==> src/rtl/lowreg_pkg.sv <==
package lowreg_pkg;
  // flag vector layout {N,Z,C,V}
  localparam int FL_N = 3;
  localparam int FL_Z = 2;
  localparam int FL_C = 1;
  localparam int FL_V = 0;
  localparam int FLW  = 4;

  typedef enum logic [1:0] {
    IOP_MOVE = 2'b00,
    IOP_CMP  = 2'b01,
    IOP_ADD  = 2'b10,
    IOP_SUB  = 2'b11
  } imm_op_e;

  typedef struct packed {
    logic do_sub;
    logic do_move;
    logic do_write;
    logic keep_cv;
  } ctrl_t;
endpackage

==> src/rtl/lowreg_opsel.sv <==
module lowreg_opsel
  import lowreg_pkg::*;
#(
  parameter int W    = 32,
  parameter int FLDW = 3,
  parameter int IMMW = 8
) (
  input  logic            fmt_sel,
  input  logic            sub_sel,
  input  logic            imm_sel,
  input  logic [FLDW-1:0] fld3,
  input  logic [1:0]      imm_op,
  input  logic [IMMW-1:0] imm8,
  input  logic [W-1:0]    opb,
  output logic [W-1:0]    op2,
  output ctrl_t           ctrl
);
  localparam int FPAD = W - FLDW;
  localparam int IPAD = W - IMMW;

  logic [W-1:0] fld_ext;
  logic [W-1:0] imm_ext;

  assign fld_ext = {{FPAD{1'b0}}, fld3};
  assign imm_ext = {{IPAD{1'b0}}, imm8};

  always_comb begin
    if (!fmt_sel) begin
      op2           = imm_sel ? fld_ext : opb;
      ctrl.do_sub   = sub_sel;
      ctrl.do_move  = 1'b0;
      ctrl.do_write = 1'b1;
      ctrl.keep_cv  = 1'b0;
    end else begin
      op2 = imm_ext;
      unique case (imm_op_e'(imm_op))
        IOP_MOVE: begin
          ctrl.do_sub = 1'b0; ctrl.do_move = 1'b1;
          ctrl.do_write = 1'b1; ctrl.keep_cv = 1'b1;
        end
        IOP_CMP: begin
          ctrl.do_sub = 1'b1; ctrl.do_move = 1'b0;
          ctrl.do_write = 1'b0; ctrl.keep_cv = 1'b0;
        end
        IOP_ADD: begin
          ctrl.do_sub = 1'b0; ctrl.do_move = 1'b0;
          ctrl.do_write = 1'b1; ctrl.keep_cv = 1'b0;
        end
        default: begin
          ctrl.do_sub = 1'b1; ctrl.do_move = 1'b0;
          ctrl.do_write = 1'b1; ctrl.keep_cv = 1'b0;
        end
      endcase
    end
  end
endmodule

==> src/rtl/lowreg_addsub.sv <==
module lowreg_addsub #(
  parameter int W = 32
) (
  input  logic [W-1:0] op1,
  input  logic [W-1:0] op2,
  input  logic         do_sub,
  output logic [W-1:0] sum,
  output logic         carry,
  output logic         ovf
);
  logic [W-1:0] op2_eff;
  logic [W:0]   wide;

  // subtraction as op1 + ~op2 + 1; carry out then means "no borrow"
  assign op2_eff = do_sub ? ~op2 : op2;
  assign wide    = {1'b0, op1} + {1'b0, op2_eff} + {{W{1'b0}}, do_sub};
  assign sum     = wide[W-1:0];
  assign carry   = wide[W];
  assign ovf     = (op1[W-1] ^ sum[W-1]) & (op2_eff[W-1] ^ sum[W-1]);
endmodule

==> src/rtl/lowreg_flags.sv <==
module lowreg_flags
  import lowreg_pkg::*;
#(
  parameter int W = 32
) (
  input  logic [W-1:0]   res,
  input  logic           carry,
  input  logic           ovf,
  input  logic           keep_cv,
  input  logic [FLW-1:0] flags_in,
  output logic [FLW-1:0] flags_nx
);
  always_comb begin
    flags_nx[FL_N] = res[W-1];
    flags_nx[FL_Z] = (res == '0);
    flags_nx[FL_C] = keep_cv ? flags_in[FL_C] : carry;
    flags_nx[FL_V] = keep_cv ? flags_in[FL_V] : ovf;
  end
endmodule

==> src/rtl/lowreg_alu.sv <==
module lowreg_alu
  import lowreg_pkg::*;
#(
  parameter int W    = 32,
  parameter int FLDW = 3,
  parameter int IMMW = 8,
  parameter int IDXW = 3
) (
  input  logic            clk,
  input  logic            rst,
  input  logic            in_valid,
  input  logic            fmt_sel,
  input  logic            sub_sel,
  input  logic            imm_sel,
  input  logic [FLDW-1:0] fld3,
  input  logic [1:0]      imm_op,
  input  logic [IMMW-1:0] imm8,
  input  logic [IDXW-1:0] dst_idx,
  input  logic [W-1:0]    opa,
  input  logic [W-1:0]    opb,
  input  logic [3:0]      flags_in,
  output logic            out_valid,
  output logic [W-1:0]    result,
  output logic            wr_en,
  output logic [IDXW-1:0] wr_idx,
  output logic [3:0]      flags_out
);
  logic [W-1:0]   op2;
  ctrl_t          ctrl;
  logic [W-1:0]   sum;
  logic           carry;
  logic           ovf;
  logic [W-1:0]   res_nx;
  logic [FLW-1:0] flags_nx;

  lowreg_opsel #(.W(W), .FLDW(FLDW), .IMMW(IMMW)) u_opsel (
    .fmt_sel(fmt_sel), .sub_sel(sub_sel), .imm_sel(imm_sel),
    .fld3(fld3), .imm_op(imm_op), .imm8(imm8), .opb(opb),
    .op2(op2), .ctrl(ctrl)
  );

  lowreg_addsub #(.W(W)) u_addsub (
    .op1(opa), .op2(op2), .do_sub(ctrl.do_sub),
    .sum(sum), .carry(carry), .ovf(ovf)
  );

  assign res_nx = ctrl.do_move ? op2 : sum;

  lowreg_flags #(.W(W)) u_flags (
    .res(res_nx), .carry(carry), .ovf(ovf), .keep_cv(ctrl.keep_cv),
    .flags_in(flags_in), .flags_nx(flags_nx)
  );

  always_ff @(posedge clk) begin
    if (rst) begin
      out_valid <= 1'b0;
      wr_en     <= 1'b0;
      result    <= '0;
      wr_idx    <= '0;
      flags_out <= '0;
    end else begin
      out_valid <= in_valid;
      wr_en     <= in_valid & ctrl.do_write;
      if (in_valid) begin
        result    <= res_nx;
        wr_idx    <= dst_idx;
        flags_out <= flags_nx;
      end
    end
  end
endmodule

==> config.mk <==
export PLATFORM = sky130hd
export DESIGN_NAME = lowreg_alu
export DESIGN_NICKNAME = d
export VERILOG_FILES = /design/src/rtl/lowreg_pkg.sv /design/src/rtl/lowreg_opsel.sv /design/src/rtl/lowreg_addsub.sv /design/src/rtl/lowreg_flags.sv /design/src/rtl/lowreg_alu.sv
export SDC_FILE = /design/constraint.sdc
export NUM_CORES = 1
export LEC_CHECK = 0
export BUFFER_PORTS_ARGS = -buffer_cell sky130_fd_sc_hd__buf_2
export CAP_MARGIN = 10
export CORE_UTILIZATION = 37
export CTS_CLUSTER_DIAMETER = 40
export DETAILED_ROUTE_END_ITERATION = 7
export HOLD_SLACK_MARGIN = 0.03
export PLACE_DENSITY = 0.65
export REMOVE_ABC_BUFFERS = 1
export SKIP_CTS_REPAIR_TIMING = 1
export SLEW_MARGIN = 20
export SYNTH_ARGS = -nofsm -noshare
export SYNTH_HDL_FRONTEND = slang
export SYNTH_SLANG_ARGS = --single-unit
export TNS_END_PERCENT = 5
==> constraint.sdc <==
create_clock -name clk -period 12.5 [get_ports clk]
set_input_delay 1.875 -clock clk [delete_from_list [all_inputs] [get_ports clk]]
set_output_delay 1.875 -clock clk [all_outputs]
set_load 0.02 [all_outputs]
Word-level counts from Yosys, hierarchy flattened
Index checks and enable logic that the tools add are counted.
W data, S select, Z words.
- input port bits: 90
- output and inout port bits: 41
- bits in registers: 41
- word-level logic and storage cells: 24
- bitwise logic cells: 5
- muxes and demuxes: 8
- reductions and logical operators: 2
- equal/unequal tests: 2
- add/sub/neg operators: 2
- operators with widths (cell ; count):
    $mux W32 ; 4
    $add A32 B32 Y33 ; 1
    $add A33 B1 Y33 ; 1
    $logic_not A32 Y1 ; 1
    $not A32 Y32 ; 1
    $pmux W4 S3 ; 1
    $mux W4 ; 1
    $and A1 B1 Y1 ; 2
    $eq A2 B1 Y1 const B ; 1
    $eq A2 B2 Y1 const B ; 1
    $logic_not A2 Y1 ; 1
    $mux W1 ; 2
    $xor A1 B1 Y1 ; 2

Depth between registers and ports, before layout
- word-level depth: 9
- gate-level depth with buffers: 18
- depth with buffers taken out: 16

By module
A second synthesis with hierarchy kept.
- cells, all modules: 524
- area, all modules: 4663.2 um2
- by module, submodules not included (module ; sequential area each (um2) ; instances ; cells an instance ; area each (um2)):
    lowreg_addsub ; 0.0 ; 1 ; 293 ; 2150.8
    lowreg_alu ; 820.8 ; 1 ; 170 ; 2088.3
    lowreg_opsel ; 0.0 ; 1 ; 47 ; 321.6
    lowreg_flags ; 0.0 ; 1 ; 14 ; 102.6

Least setup slack after synthesis
OpenSTA, ideal clock, no wires.
- kind: input to register
- from: input port fmt_sel
- to: register flags_out[2]
- path buffers: 2
- arrival time: 5390 ps
- setup slack: 7042 ps
- library setup time: 69 ps
- required time: 12431 ps
- cell stages on the path: 16
- path through: buf_2 -> mux2i_1 -> clkbuf_1 -> xor2_1 -> inv_1 -> fa_1 -> nor2b_1 -> o31a_1 -> o21ai_1 -> nor2b_1 -> o31ai_2 -> a41oi_1 -> mux2_2 -> nor4_1 -> nand4_1 -> o21ai_1
- word-level cells in the longest chain between the ends: 7
- elaborated cells between the ends (all ways): 8
- those cells by class: 2 x add/sub; 4 x mux; 1 x bitwise; 1 x reduce/logical
- ends and longest elaborated chain (what ; line ; text):
    start: declaration ; lowreg_alu.sv:12 ; input logic fmt_sel,
    $mux W32 ; lowreg_opsel.sv:28 ; if (!fmt_sel) begin
    $not A32 Y32 ; lowreg_addsub.sv:15 ; assign op2_eff = do_sub ? ~op2 : op2;
    $mux W32 ; lowreg_addsub.sv:15 ;
    $add A32 B32 Y33 ; lowreg_addsub.sv:16 ; assign wide = {1'b0, op1} + {1'b0, op2_eff} + {{W{1'b0}}, do_sub};
    $add A33 B1 Y33 ; lowreg_addsub.sv:16 ;
    $mux W32 (*) ; lowreg_alu.sv:47 ; assign res_nx = ctrl.do_move ? op2 : sum;
    $logic_not A32 Y1 (*) ; lowreg_flags.sv:15 ; flags_nx[FL_Z] = (res == '0);
    end signal: assignment ; lowreg_alu.sv:67 ; flags_out <= flags_nx;
    end: declaration ; lowreg_alu.sv:26 ; output logic [3:0] flags_out
Every way passes the cells marked *; elsewhere a longest branch is shown, timed or not.
A chain may end at the register's enable or synchronous reset.

Final worst setup path
Same ends and word-level chain as after synthesis.

==> results.toml <==
[status]
status = "finished, final reports clean"

[clocking]
clock_path_buffers = 2
cts_num_sinks = 40
cts.htree.levels = 2
clockRootBuffer = "clkbuf_8"
clk_pin_slew_worst_paths_ps = 80
clock_latency_ps = 290
tritoncts.num_buffers = 5
tritoncts = "yes"

[synth]
synth-seq-cells = 40
synth_async_sr_flop_share_pct = 0
yosys_warnings = 0
synth_edf_count = 0
synth_top_area_cell = "dfxtp_1"
synth.top_cells.by_area = "dfxtp_1 (19%), ha_1 (9.9%), xor2_1 (8.8%)"
synth.top_cell.area_share_pct = 19.2
syn_area_per_cell_um2 = 7.34
ys_top_cells_by_count = "nand2_1 (72), nor2_1 (59), a21oi_1 (47), xor2_1 (42), dfxtp_1 (40)"
synthCells = 568
synth_most_common_cell = "nand2_1"
yosysSeqAreaShare_pct = 19.2
synth_area_um2 = 4170
ys.flop_type = "dfxtp_1"
synth_cell_type_count = 63

[global_route]
grt_max_degree = 41
grt_pass1_wl_um = 20000
grt.total_usage_pct = 21.5
antenna_found_initial = 0
overflow = 0
grt_pass1_vias = 4135

[cells_and_area]
final_cell_area_um2 = 5030
drive_gt1_share_pct = 23.8
areaGrowthSynthToFinish_pct = 20.6
n_antenna_cell = 0
layout.nets = 800

[place]
routabilityCongestion = 0.883
io_buffer_count = 128
hpwl_um = 10000
placed_cell_area_um2 = 4920

[detailed_routing]
num_vias = 4422
drt_first_pass_iters = 5
wl_per_cell_um = 15.4
totalWireLength_um = 12600
ant_nets = 0
via_per_inst = 5.41
drtIter0Drc = 223
drcViolationCount = 0

[hold_path]
hp-class = "reg -> reg"
holdPathEnd = "result[23]"
hold_path_depth = 2
hp-start = "result[23]"

[floorplanning]
die_h_um = 108
dieArea_um2 = 11700
start_util_pct = 38.3
die_w_um = 108
rows = 38
ios = 131
core_area_um2 = 10900

[setup_path]
worst_setup_path_start_kind = "input port"
critPathMaxFanout = 31
r2r_start = "result[9]"
crit_arrival_ps = 6240
critPathKind = "in -> reg"
cp-end-kind = "flop"
cp.required_ps = 12730
worst-r2r-setup-slack_ps = 11710
r2r_cells = 3
r2r_end = "result[9]"

[timing]
drv_slew = 0
hold_violations = 0
min_period_ps = 6010
rsz0062_at_grt = "no"
setup_tns_ps = 0
slew-limit-headroom_pct = 51.7
fmax_ghz = 0.166
finalCritPeriodShare_pct = 48.1
setup_viol = 0
fin_skew_ps = 0
tightest_slew_ps = 725

[pwr]
power_leakage_nw = 2.31
p_per_area_nw_per_um2 = 116
vdd_drop_max_mv = 0.0416

[flow_run]
drv_cap = 0
==> critical path: stages <==
cell	delay, ps
buf_2	330
mux2i_4	280
buf_4	470
xor2_1	240
inv_1	80
fa_1	420
nor2b_1	180
o31a_1	270
o21ai_1	150
nor2b_1	190
o31ai_2	480
a41oi_1	260
mux2_2	340
nor4_1	360
nand4_1	160
o21ai_1	140
==> power breakdown <==
part / internal, mW / switching, mW / leakage [nW] / total [mW]
clock: 0.0591 / 0.0480 / 0.0541 / 0.107
sequential: 0.143 / 0.00937 / 0.330 / 0.153
combinational: 0.128 / 0.195 / 1.92 / 0.323
total: 0.330 / 0.253 / 2.31 / 0.583
==> area by class of cell <==
type | count | area [um^2]
clock buffer | 5 | 68.8
clock inverter | 3 | 42.5
fill | 1110 | 5860
inverter | 14 | 52.6
multi-input combinational | 482 | 3210
sequential | 40 | 801
tap | 140 | 175
timing repair buffer | 133 | 678
==> registers in the layout (all words and copies together), names as in the netlist <==
signal and count:
flags_out 3, wr_idx 3, out_valid 1, result 32, wr_en 1
==> stage by stage <==
step	std cells	power [mW]	worst slack [ps]	hold WS (ps)	utilization, %
2_1_floorplan	536	0.380	5750	521	-
3_3_place_gp	809	0.472	6300	449	45.2
3_5_place_dp	809	0.477	6180	452	45.2
4_1_cts	817	0.584	6480	464	46.2
5_1_grt	817	0.625	6120	496	46.2
6_report	817	0.583	6490	463	46.2
==> placed cells by master, fill, tap and decap left out, types with 6 or more instances in the layout <==
cell | Yosys | routed
a211oi_1 | 11 | 11
mux2i_1 | 19 | 18
nand3_1 | 14 | 14
o21bai_1 | 7 | 7
ha_1 | 33 | 33
nand2_1 | 72 | 72
o211ai_1 | 7 | 7
o21a_1 | 6 | 6
a22oi_1 | 6 | 6
xor2_1 | 42 | 42
nor2_1 | 59 | 58
nor3_1 | 19 | 19
o21ai_1 | 9 | 9
dfxtp_1 | 40 | 40
o21ai_0 | 24 | 24
a21o_1 | 10 | 10
buf_2 | 2 | 128
xnor2_1 | 11 | 11
nand4_1 | 9 | 9
inv_1 | 14 | 14
a31oi_1 | 6 | 6
a21oi_1 | 47 | 47
==> routing by layer <==
metal	global-route usage [%]	part of all wire, %	wire length [um]
met1	28.3	46	5760
met2	37.3	48	6050
met3	2.41	4.5	561
met4	4.70	1.4	180
met5	0	0	0
==> how the worst max path moves through the flow <==
stage / end / cells after the start / startpoint
4_1_cts: flags_out[2] / 16 / fmt_sel
3_5_place_dp: flags_out[2] / 16 / fmt_sel
6_report: flags_out[2] / 16 / fmt_sel
2_1_floorplan: flags_out[2] / 13 / fmt_sel
3_3_place_gp: flags_out[2] / 16 / fmt_sel
5_1_grt: flags_out[2] / 16 / fmt_sel
==> kinds of logic (layout without fill, tap and decap cells) <==
kind of cell               count (synthesis)  in the layout  share of synthesized area (%)
buffers and inverters                     46            155                           4.29
AOI/OAI and AO/OA                        166            166                           26.7
muxes                                     22             22                           5.46
DFF                                       40             40                           19.2
xor gates and xnor gates                  53             53                           11.1
and+or+nand+nor                          207            207                           22.8
adders and majority gates                 34             34                           10.4
(Power assumes the default switching activity.)
